## src/rtl/dispmode_regs.sv

```systemverilog
module dispmode_regs #(
  parameter int DW    = 16,
  parameter int NREG  = 10,
  parameter int MAX_X = 1024,
  parameter int MAX_Y = 768,
  parameter int SW    = 16,
  parameter int AW    = 32,
  parameter int LW    = 32
) (
  input  logic          clk,
  input  logic          rst_n,
  input  logic          host_sel,
  input  logic          host_wr,
  input  logic [DW-1:0] host_wdata,
  output logic [DW-1:0] host_rdata,
  output logic [DW-1:0] res_x,
  output logic [DW-1:0] res_y,
  output logic [DW-1:0] depth,
  output logic          mode_on,
  output logic          lfb_on,
  output logic [SW-1:0] stride,
  output logic [AW-1:0] start_addr,
  output logic          clr_req,
  output logic [LW-1:0] clr_len
);
  localparam int IW = $clog2(NREG);
  localparam int IX_ID = 0, IX_XRES = 1, IX_YRES = 2, IX_BPP = 3, IX_MODE = 4;
  localparam int IX_BANK = 5, IX_VW = 6, IX_VH = 7, IX_XOFF = 8, IX_YOFF = 9;
  localparam logic [DW-1:0] ID_A = DW'(16'hB0C0);
  localparam logic [DW-1:0] ID_B = DW'(16'hB0C1);
  localparam logic [DW-1:0] ID_C = DW'(16'hB0C2);

  logic [DW-1:0] idx_q;
  logic [DW-1:0] rf [NREG];
  logic [DW-1:0] val_n;
  logic          wr_ok;

  wire idx_ok  = idx_q < DW'(NREG);
  wire data_wr = host_wr & host_sel & idx_ok;
  wire en_go   = data_wr & wr_ok & (idx_q == DW'(IX_MODE)) & host_wdata[0];

  always_comb begin
    val_n = host_wdata;
    wr_ok = 1'b1;
    case (idx_q)
      DW'(IX_ID):   wr_ok = (host_wdata == ID_A) || (host_wdata == ID_B) || (host_wdata == ID_C);
      DW'(IX_XRES): wr_ok = (host_wdata <= DW'(MAX_X)) && (host_wdata[2:0] == 3'd0);
      DW'(IX_YRES): wr_ok = host_wdata <= DW'(MAX_Y);
      DW'(IX_BPP): begin
        if (host_wdata == '0) val_n = DW'(8);
        wr_ok = (val_n == DW'(4))  || (val_n == DW'(8))  || (val_n == DW'(15)) ||
                (val_n == DW'(16)) || (val_n == DW'(24)) || (val_n == DW'(32));
      end
      DW'(IX_BANK): val_n = {{(DW-8){1'b0}}, host_wdata[7:0]};
      default: ;
    endcase
  end

  wire [DW-1:0] bpp_sum  = rf[IX_BPP] + DW'(7);
  wire [SW-1:0] stride_n = (rf[IX_BPP] == DW'(4)) ? SW'(rf[IX_XRES] >> 1)
                                                  : SW'(rf[IX_XRES]) * SW'(bpp_sum >> 3);
  wire [LW-1:0] len_n    = LW'(rf[IX_YRES]) * LW'(stride_n);

  always_ff @(posedge clk or negedge rst_n) begin
    if (!rst_n) begin
      idx_q      <= '0;
      for (int i = 0; i < NREG; i++) rf[i] <= (i == IX_ID) ? ID_A : '0;
      stride     <= '0;
      start_addr <= '0;
      clr_req    <= 1'b0;
      clr_len    <= '0;
    end else begin
      clr_req <= 1'b0;
      if (host_wr && !host_sel) idx_q <= host_wdata;
      if (data_wr && wr_ok) rf[idx_q[IW-1:0]] <= val_n;
      if (en_go) begin
        rf[IX_VW]   <= rf[IX_XRES];
        rf[IX_VH]   <= rf[IX_YRES];
        rf[IX_XOFF] <= '0;
        rf[IX_YOFF] <= '0;
        stride      <= stride_n;
        start_addr  <= '0;
        clr_len     <= len_n;
        clr_req     <= ~host_wdata[7];
      end
    end
  end

  assign host_rdata = !host_sel ? idx_q : (idx_ok ? rf[idx_q[IW-1:0]] : '0);
  assign res_x   = rf[IX_XRES];
  assign res_y   = rf[IX_YRES];
  assign depth   = rf[IX_BPP];
  assign mode_on = rf[IX_MODE][0];
  assign lfb_on  = rf[IX_MODE][6];

  a_r3_id_legal: assert property (@(posedge clk) disable iff (!rst_n)
    (rf[IX_ID] == ID_A) || (rf[IX_ID] == ID_B) || (rf[IX_ID] == ID_C));
  a_r4_width_legal: assert property (@(posedge clk) disable iff (!rst_n)
    (res_x <= DW'(MAX_X)) && (res_x[2:0] == 3'd0));
  a_r4_height_legal: assert property (@(posedge clk) disable iff (!rst_n)
    res_y <= DW'(MAX_Y));
  a_r5_depth_legal: assert property (@(posedge clk) disable iff (!rst_n)
    (depth == '0) || (depth == DW'(4)) || (depth == DW'(8)) || (depth == DW'(15)) ||
    (depth == DW'(16)) || (depth == DW'(24)) || (depth == DW'(32)));
  a_r8_stride_hold: assert property (@(posedge clk) disable iff (!rst_n)
    !$past(host_wr && host_sel && idx_q == DW'(IX_MODE) && host_wdata[0]) |-> $stable(stride));
  a_r9_clr_cause: assert property (@(posedge clk) disable iff (!rst_n)
    clr_req |-> $past(host_wr && host_sel && idx_q == DW'(IX_MODE) && host_wdata[0] && !host_wdata[7]));
  a_r7_enable_zeroes_offsets: assert property (@(posedge clk) disable iff (!rst_n)
    $past(host_wr && host_sel && idx_q == DW'(IX_MODE) && host_wdata[0]) |->
      (rf[IX_XOFF] == '0) && (rf[IX_YOFF] == '0) && mode_on);
endmodule

```

## config.mk

```make
export PLATFORM = sky130hd
export DESIGN_NAME = dispmode_regs
export DESIGN_NICKNAME = d
export VERILOG_FILES = /design/src/rtl/dispmode_regs.sv
export SDC_FILE = /design/constraint.sdc
export NUM_CORES = 1
export LEC_CHECK = 0
export BUFFER_PORTS_ARGS = -buffer_cell sky130_fd_sc_hd__buf_2
export CORE_MARGIN = 1
export CORE_UTILIZATION = 55
export CTS_CLUSTER_DIAMETER = 50
export CTS_CLUSTER_SIZE = 20
export DETAILED_ROUTE_END_ITERATION = 12
export GPL_ROUTABILITY_DRIVEN = 0
export PLACE_DENSITY = 0.71
export SLEW_MARGIN = 15
export SYNTH_ARGS = -nofsm -noshare
export SYNTH_HDL_FRONTEND = slang
export SYNTH_SLANG_ARGS = --single-unit
```

## constraint.sdc

```tcl
create_clock -name clk -period 20.4 [get_ports clk]
set_input_delay 4.08 -clock clk [delete_from_list [all_inputs] [get_ports clk]]
set_output_delay 4.08 -clock clk [all_outputs]
set_load 0.01 [all_outputs]
```

==> results of run 1 <==
[critical path, delay by kind of cell (launching register included)]
kind | cells | cell delay, ns
AO/OA/AOI/OAI | 10 | 2.87
XOR/XNOR | 3 | 1.14
adder cells (fa/ha/maj) | 13 | 6.24
buffers and inverters | 4 | 0.23
flip-flops | 1 | 0.53
AND/OR/NAND/NOR | 7 | 1.34
[cell type report]
cell class,count,area [um2]
inverter,402,1510
timing repair buffer,174,1000
sequential,225,5640
antenna,1,2.50
multi-input combinational,1734,15000
clock buffer,29,714
tap,532,666
fill,3523,16300
clock inverter,23,325
[where the power goes]
| part | switching, W | internal, W |
|---|---|---|
| registers | 0.00000744 | 0.000451 |
| logic | 0.0000571 | 0.0000228 |
| clock network | 0.000258 | 0.000283 |
[Yosys cell counts (7+ instances only)]
cell      instances  area, um2
fa_1            275       5510
a21oi_1          44        220
o22ai_1          16        100
nor2_1           81        304
xnor2_1          43        377
nor2b_1          67        419
mux2_2           35        394
nor4_1            7       43.8
a221oi_1         15        131
buf_4            82        616
buf_2            14       70.1
a21o_1           18        135
a22oi_1          15        113
clkbuf_1         97        364
nand2b_1         22        138
nand3_1          37        185
a31oi_1          14       87.6
buf_1            20       75.1
dfrtp_1         220       5510
o211ai_1         12       90.1
mux4_2           32        721
o21ai_0         137        686
xor2_1           24        210
nand2_1         438       1640
ha_1            141       1760
inv_1           401       1510
o21bai_1          7       52.6
nor3_1           12       60.1
and2_1          145        907
[metal layers]
layer,vias up,track usage
met5,-,0
met2,822,0.487
met4,0,0.126
li1,7915,-
met3,175,0.0481
met1,9034,0.408
[flip-flops by register name, summed over array words and instances (netlist names)]
register / count
clr_len: 32
clr_req: 1
depth: 16
idx_q: 16
lfb_on: 1
mode_on: 1
res_x: 16
res_y: 16
rf: 110
stride: 16
[stage by stage]
step	setup slack [ns]	hold WS, ns	util	instances	power, W
final	7.90	0.462	0.604	3120	0.00108
after global routing	7.26	0.490	0.604	3119	0.00111
after CTS	7.80	0.466	0.603	3118	0.00109
after detailed placement	7.86	0.451	0.578	3066	0.000546
after global placement	8.16	0.446	0.578	3066	0.000545
after floorplan	9.41	0.433	-	2576	0.000516
[worst paths after layout]
check	slack (ns)	endpoint	cells past startpoint
max	7.90	clr_len[28]	37
min	0.46	stride[0]	2
max reg2reg	7.90	clr_len[28]	37
min reg2reg	0.46	stride[0]	2
max in group asynchronous	15.49	res_y[3]	2
min in group asynchronous	3.53	rf[17]	1
[kinds of logic (layout without fill, tap and decap cells)]
family	count (synthesis)	count (layout)	synth area share
other	1	33	0.000162
multiplexers	70	70	0.0494
flip-flops	225	225	0.243
XOR/XNOR	71	71	0.0292
buffers and inverters	617	628	0.114
AND/OR/NAND/NOR	842	842	0.171
AO/OA/AOI/OAI	303	303	0.0791
adder cells (fa/ha/maj)	416	416	0.314
==> flow_summary.json, run 1 <==
{
  "hold_path_class": "reg2reg",
  "routed_wirelength_um": 62600,
  "gr-total-overflow": 0,
  "cts-root-buf": "clkbuf_16",
  "via_per_inst": 5.75,
  "async_flop_share": 1.00,
  "p_leak_nw": 12.5,
  "cts_tree": "built",
  "cts_setup_buffers": 0,
  "rsz0062_at_grt": "false",
  "status": "finished, final reports clean",
  "hp-start": "stride[0]",
  "start_util": 0.563,
  "synth-edff-count": 0,
  "cp_common_cell": "fa_1",
  "die_y_um": 207,
  "period_minus_slack_ns": 12.50,
  "clock_tree.buffer_depth": 3,
  "dieArea_um2": 43000,
  "cts-resized-gates": 0,
  "critPathKind": "reg2reg",
  "wl_met2_um": 29400,
  "row_count": 74,
  "ys_seq_area_frac": 0.243,
  "worst_setup_path_start_kind": "flop",
  "yosys_warnings": 0,
  "vias": 17946,
  "cts_sinks": 225,
  "slew_viol_final": 0,
  "ant_nets": 0,
  "portBuffers": 134,
  "grt_pass1_wl_um": 103000,
  "avgSynthCellArea_um2": 9.11,
  "drtIter0Drc": 1638,
  "finalClockSkew_ns": 0.0281,
  "syn_inst": 2545,
  "arrival_ns": 12.94,
  "reg2reg_from": "depth[4]",
  "dieWidth_um": 207,
  "cts_inserted_buffers": 28,
  "crit_required_ns": 20.84,
  "hold_buffers": 0,
  "grt_usage": 0.302,
  "synth_cell_type_count": 69,
  "powerDensity_nw_per_um2": 43.4,
  "placed_cell_area_um2": 23800,
  "final_common_cell": "nand2_1",
  "setup_tns_ns": 0,
  "post-route-period-util": 0.613,
  "m1WireLength_um": 25200,
  "fin_area_um2": 24900,
  "slowest_stage": "a21oi_1",
  "remaining_drc_errors": 0,
  "antenna_found_initial": 0,
  "max_stage_delay_ns": 0.92,
  "dr.pass1.iters": 5,
  "drive_above_1_share": 0.123,
  "wl_per_cell_um": 20.1,
  "dpl.hpwl_um": 45600,
  "clkTransAtPathRegs_ns": 0.08,
  "hold_viol": 0,
  "dr_wl_met3_um": 5320,
  "io_pins": 167,
  "fmax_ghz": 0.0800,
  "worst_pin_slew_ns": 1.19,
  "grt_pass1_vias": 18902,
  "highest_layer": "met4",
  "slew_headroom": 0.203,
  "final_cell_mix": "nand2_1, inv_1, fa_1, dfrtp_1, and2_1",
  "syn_to_final_growth_pct": 7.39,
  "grt_start_max_net_pins": 109,
  "synth_ff_type": "dfrtp_1",
  "htreeDepth": 1,
  "setup_viol": 0,
  "drv_cap": 0,
  "worstPathMaxFanout": 17,
  "core_um2": 41200,
  "ys_ff_latch": 225,
  "irDropWorstVdd_mv": 0.0531,
  "critPathLaunch": "depth[4]",
  "clk_latency_ns": 0.60,
  "setup.worst_path.end_class": "flop",
  "syn_area_um2": 23200,
  "nNetsFinal": 3001
}
No activity file was read; power rests on OpenSTA's default activity.
==> run 2: changes to the inputs <==
--- a/config.mk
+++ b/config.mk
@@ -12,7 +12,7 @@
 export CTS_CLUSTER_SIZE = 20
 export DETAILED_ROUTE_END_ITERATION = 12
 export GPL_ROUTABILITY_DRIVEN = 0
-export PLACE_DENSITY = 0.71
+export PLACE_DENSITY = 0.74
 export SLEW_MARGIN = 15
 export SYNTH_ARGS = -nofsm -noshare
 export SYNTH_HDL_FRONTEND = slang
==> constraint.sdc (replaced) <==
create_clock -name clk -period 11.3 [get_ports clk]
set_input_delay 2.26 -clock clk [delete_from_list [all_inputs] [get_ports clk]]
set_output_delay 2.26 -clock clk [all_outputs]
set_load 0.01 [all_outputs]
==> run 2 against run 1 <==
Against the previous run: first-iteration DRC count fell by 0.18%; sequential share of layout area is 0.69 points lower; utilization increased by 1.9 points; global-route usage up 0.36 points; cell count is 2.2% higher; register-to-register slack got worse by 7.6 ns; largest cell class unchanged.
==> flow_summary.json, run 2 (synthesized netlist as in run 1, its figures left out) <==
{
  "cts-root-buf": "clkbuf_16",
  "die_y_um": 207,
  "reg.largest.list": "rf: 110 flops, clr_len: 32 flops",
  "dieArea_um2": 43000,
  "power_w": 0.00198,
  "hold_buffers": 0,
  "io_pins": 167,
  "grt_pass1_vias": 19092,
  "remaining_drc_errors": 0,
  "powerDensity_nw_per_um2": 77.0,
  "dpl.hpwl_um": 46500,
  "final_cell_mix": "nand2_1, inv_1, fa_1, dfrtp_1, and2_1",
  "clk_latency_ns": 0.60,
  "critPathKind": "reg2reg",
  "drive_above_1_share": 0.159,
  "r2r-end": "clr_len[28]",
  "max_stage_delay_ns": 0.55,
  "wl_per_cell_um": 20.1,
  "slew_viol_final": 0,
  "finalClockSkew_ns": 0.0149,
  "r2r_setup_slack_ns": 0.26,
  "r2r_cells": 43,
  "cts_sinks": 225,
  "grt_pass1_wl_um": 104000,
  "dieWidth_um": 207,
  "p_leak_nw": 13.0,
  "hold_viol": 0,
  "hold_end": "clr_len[2]",
  "ant_nets": 0,
  "row_count": 74,
  "clkTransAtPathRegs_ns": 0.07,
  "portBuffers": 134,
  "nNetsFinal": 3069,
  "fmax_ghz": 0.0906,
  "drv_cap": 0,
  "setup_viol": 0,
  "grt_usage": 0.306,
  "largest_reg_flops": 110,
  "final_core_util": 0.623,
  "gr-total-overflow": 0,
  "placed_cells": 3110,
  "whs_path_depth": 2,
  "cts_inserted_buffers": 29,
  "dr.pass1.iters": 6,
  "period_minus_slack_ns": 11.04,
  "hold_slack_ns": 0.463,
  "reg2reg_from": "depth[3]",
  "crit_family": "adder cells",
  "post-route-period-util": 0.977,
  "syn_to_final_growth_pct": 10.8,
  "antenna_cells": 0,
  "cts_tree": "built",
  "worst_pin_slew_ns": 1.24,
  "via_per_inst": 5.75,
  "final_common_cell": "nand2_1",
  "grt_start_max_net_pins": 86,
  "largest-register": "rf",
  "worst_setup_path_start_kind": "flop",
  "core_um2": 41200,
  "htreeDepth": 1,
  "arrival_ns": 11.49,
  "crit_required_ns": 11.75,
  "worstPathMaxFanout": 6,
  "cp_common_cell": "fa_1",
  "layout.cells.non_filler": 3188,
  "slew_headroom": 0.170,
  "hp-start": "clr_len[2]",
  "path_buf_inv": 6,
  "vias": 18329,
  "drtIter0Drc": 1635,
  "slowest_stage": "fa_1",
  "status": "finished, final reports clean",
  "start_util": 0.563,
  "hold_path_class": "reg2reg",
  "antenna_found_initial": 1,
  "irDropWorstVdd_mv": 0.112,
  "rsz0062_at_grt": "true",
  "setup.worst_path.end_class": "flop",
  "clock_tree.buffer_depth": 3,
  "routed_wirelength_um": 64100
}
## run 2: cell count changes in the layout (fill, tap and decap cells not counted), moves of 5 or more
| cell | change |
|---|---|
| a21oi_1 | -5 |
| a21oi_2 | +5 |
| buf_12 | +5 |
| buf_4 | +57 |
| buf_6 | +5 |
| inv_8 | -5 |
## run 2: timing repair
item | in CTS | in global routing
resized for setup | 13 | 37
setup endpoints to repair | 5 | 13
gates cloned | 0 | 1
buffers inserted | 10 | 12
pin swaps | 9 | 23
## run 2: power by group
part,switching (W),internal (W),total (W)
logic,0.000102,0.0000417,0.000144
clock network,0.000439,0.000566,0.00101
registers,0.0000133,0.000815,0.000828
total,0.000555,0.00142,0.00198
## run 2: how the worst max path moves through the flow
stage          startpoint           to  slack (ns)  depth (start not counted)
3_5_place_dp     depth[3]  clr_len[28]       -0.19                         40
6_report         depth[3]  clr_len[28]        0.26                         43
2_1_floorplan    depth[0]  clr_len[28]        0.31                         42
3_3_place_gp     depth[3]  clr_len[28]        0.05                         40
5_1_grt          depth[3]  clr_len[28]       -0.09                         43
4_1_cts          depth[1]  clr_len[28]        0.01                         39
## run 2: per-stage QoR
stage                     setup slack (ns)  area (um2)  setup TNS, ns
after global placement              0.0543       24200              0
after detailed placement            -0.191       24200         -0.191
after floorplan                      0.311       23300              0
after CTS                           0.0112       25400              0
final                                0.264       25700              0
after global routing               -0.0880       25700         -0.149
## run 2: layout make-up
cell class	instances	area, um2
repair buffers	241	1560
flip-flops and latches	225	5640
well taps	532	666
clock buffers	30	729
clock inverters	24	329
fillers	3385	15500
inverters	402	1510
multi-input cells	1734	15300
## run 2: layer usage
layer  track usage  up-vias  routed length (um)
met5             0        -                   0
met4         0.148        0                2870
met3        0.0531      183                5650
met2         0.486      913               30100
met1         0.408     9185               25400
li1              -     8048                   -
## run 2: tightest hold or removal path, stage by stage (launching register included)
cell and delay, ns:
dfrtp_1 0.34, nand2_1 0.05, nand2_1 0.05
==> run 3: changes to the inputs <==
--- a/config.mk
+++ b/config.mk
@@ -7,12 +7,13 @@
 export LEC_CHECK = 0
 export BUFFER_PORTS_ARGS = -buffer_cell sky130_fd_sc_hd__buf_2
 export CORE_MARGIN = 1
-export CORE_UTILIZATION = 55
+export CORE_UTILIZATION = 45
 export CTS_CLUSTER_DIAMETER = 50
 export CTS_CLUSTER_SIZE = 20
 export DETAILED_ROUTE_END_ITERATION = 12
 export GPL_ROUTABILITY_DRIVEN = 0
-export PLACE_DENSITY = 0.74
+export PLACE_DENSITY = 0.62
+export RECOVER_POWER = 100
 export SLEW_MARGIN = 15
 export SYNTH_ARGS = -nofsm -noshare
 export SYNTH_HDL_FRONTEND = slang
==> run 3 against run 2 <==
Against the previous run: the run now ends with max-capacitance violations, max-slew violations left; fmax is 0.11% higher; via count shrank 1.4%; clock-buffer cell count rose by 9; largest power group unchanged; critical endpoint unchanged.
==> flow_summary.json, run 3 (synthesized netlist as in run 1, its figures left out) <==
{
  "rsz0062_at_grt": "true",
  "power_frac_comb": 0.069,
  "portBuffers": 134,
  "core_um2": 50500,
  "reg.largest.list": "rf: 110 flops, clr_len: 32 flops",
  "syn_to_final_growth_pct": 12.3,
  "post-route-period-util": 0.976,
  "critPathKind": "reg2reg",
  "antenna_found_initial": 1,
  "grt_usage": 0.263,
  "remaining_drc_errors": 0,
  "row_count": 82,
  "irDropWorstVdd_mv": 0.0755,
  "drv_cap": 3,
  "die_y_um": 229,
  "endpoint": "clr_len[28]",
  "finalClockSkew_ns": 0.0205,
  "clkTransAtPathRegs_ns": 0.06,
  "r2r_setup_slack_ns": 0.28,
  "max_stage_delay_ns": 0.55,
  "largest_reg_flops": 110,
  "setup_viol": 0,
  "ant_nets": 0,
  "drive_above_1_share": 0.143,
  "nNetsFinal": 3088,
  "hold_viol": 0,
  "worstPathMaxFanout": 17,
  "critPathLaunch": "depth[0]",
  "slew_viol_final": 230,
  "routed_wirelength_um": 66900,
  "clkPwrFrac": 0.536,
  "r2r-end": "clr_len[28]",
  "cts-root-buf": "clkbuf_16",
  "p_leak_nw": 12.8,
  "gr-total-overflow": 0,
  "dieArea_um2": 52400,
  "status": "complete, but fails checks",
  "slowest_stage": "fa_1",
  "violations": "max-capacitance violations, max-slew violations",
  "slew_headroom": -3.26,
  "wl_per_cell_um": 20.0,
  "reg2reg_from": "depth[0]",
  "r2r_cells": 44,
  "vias": 18078,
  "final_common_cell": "nand2_1",
  "switchingPower_w": 0.000588,
  "htreeDepth": 2,
  "drtIter0Drc": 1216,
  "setup_tns_ns": 0,
  "hold_path_class": "reg2reg",
  "dieWidth_um": 229,
  "n_fill_cell": 4696,
  "setup.worst_path.end_class": "flop",
  "hp-start": "rf[38]",
  "cts_inserted_buffers": 35,
  "seq_power_share": 0.394,
  "worst_pin_slew_ns": 6.39,
  "worst_slack_ns": 0.276,
  "start_util": 0.459,
  "largest-register": "rf",
  "crit_required_ns": 11.72,
  "dr.pass1.iters": 5,
  "grt_start_max_net_pins": 111,
  "dpl.hpwl_um": 49800,
  "worst_setup_path_start_kind": "flop",
  "power_w": 0.00210,
  "cts_sinks": 225,
  "cts_tree": "built",
  "final_cell_mix": "nand2_1, inv_1, fa_1, dfrtp_1, and2_1",
  "p_sw_frac": 0.280,
  "clock_tree.buffer_depth": 3,
  "internal_power_w": 0.00151,
  "grt_pass1_wl_um": 108000,
  "clk_latency_ns": 0.56,
  "cp_common_cell": "fa_1",
  "fmax_ghz": 0.0907,
  "powerDensity_nw_per_um2": 80.7,
  "grt_pass1_vias": 19073,
  "io_pins": 167,
  "pre_cts_ws_ns": -0.172,
  "period_minus_slack_ns": 11.02,
  "via_per_inst": 5.39,
  "arrival_ns": 11.44
}
[run 3: timing repair]
item / CTS / global route
gates cloned: 0 / 2
pin swaps: 10 / 14
hold buffers: 0 / 0
setup buffers: 5 / 16
setup endpoints to repair: 2 / 10
resized for setup: 13 / 53
[run 3: layout make-up]
cell class / count / area (um2) / area share
well taps: 672 / 841 / 0.0323
multi-input cells: 1734 / 15300 / 0.588
flip-flops and latches: 225 / 5640 / 0.217
repair buffers: 254 / 1530 / 0.0586
clock buffers: 39 / 911 / 0.0350
clock inverters: 24 / 300 / 0.0115
diodes: 2 / 5.00 / 0.000192
inverters: 402 / 1510 / 0.0579
[run 3: critical path: cells and delay by family (launching register included)]
kind,cells,cell delay (ns)
xor gates and xnor gates,3,0.54
and+or+nand+nor,8,1.15
adders and majority gates,13,6.04
buffers and inverters,11,1.01
DFF,1,0.51
AOI/OAI and AO/OA,9,1.62
[run 3: stage by stage]
stage	cells	area, um2	utilization	hold WS [ns]
after floorplan	2576	23300	-	0.433
final	3352	26000	0.516	0.464
after detailed placement	3264	24500	0.485	0.454
after global routing	3351	26000	0.516	0.490
after CTS	3332	25800	0.511	0.465
after global placement	3264	24500	0.485	0.446
[run 3: metal layers]
metal	vias to the layer above	part of all wire	GRT usage
li1	8099	-	-
met1	9204	0.42	0.351
met2	619	0.47	0.427
met3	156	0.071	0.0492
met4	0	0.038	0.0990
met5	-	0	0
[run 3: worst min-delay path by stage]
stage                     slack, ns  cells past startpoint          to
after CTS                      0.46                      2  clr_len[4]
after detailed placement       0.45                      2  clr_len[4]
after global placement         0.45                      2      rf[37]
after global routing           0.49                      2  clr_len[2]
final                          0.46                      2      rf[38]
after floorplan                0.43                      2      rf[32]
[run 3: power groups by stage]
| stage | Sequential (W) | Combinational (W) | Clock [W] |
|---|---|---|---|
| floorplan | 0.000835 | 0.0000969 | 0 |
| global placement | 0.000842 | 0.000143 | 0 |
| detailed placement | 0.000842 | 0.000146 | 0 |
| CTS | 0.000828 | 0.000146 | 0.00115 |
| global route | 0.000829 | 0.000159 | 0.00118 |
| finish | 0.000828 | 0.000146 | 0.00113 |
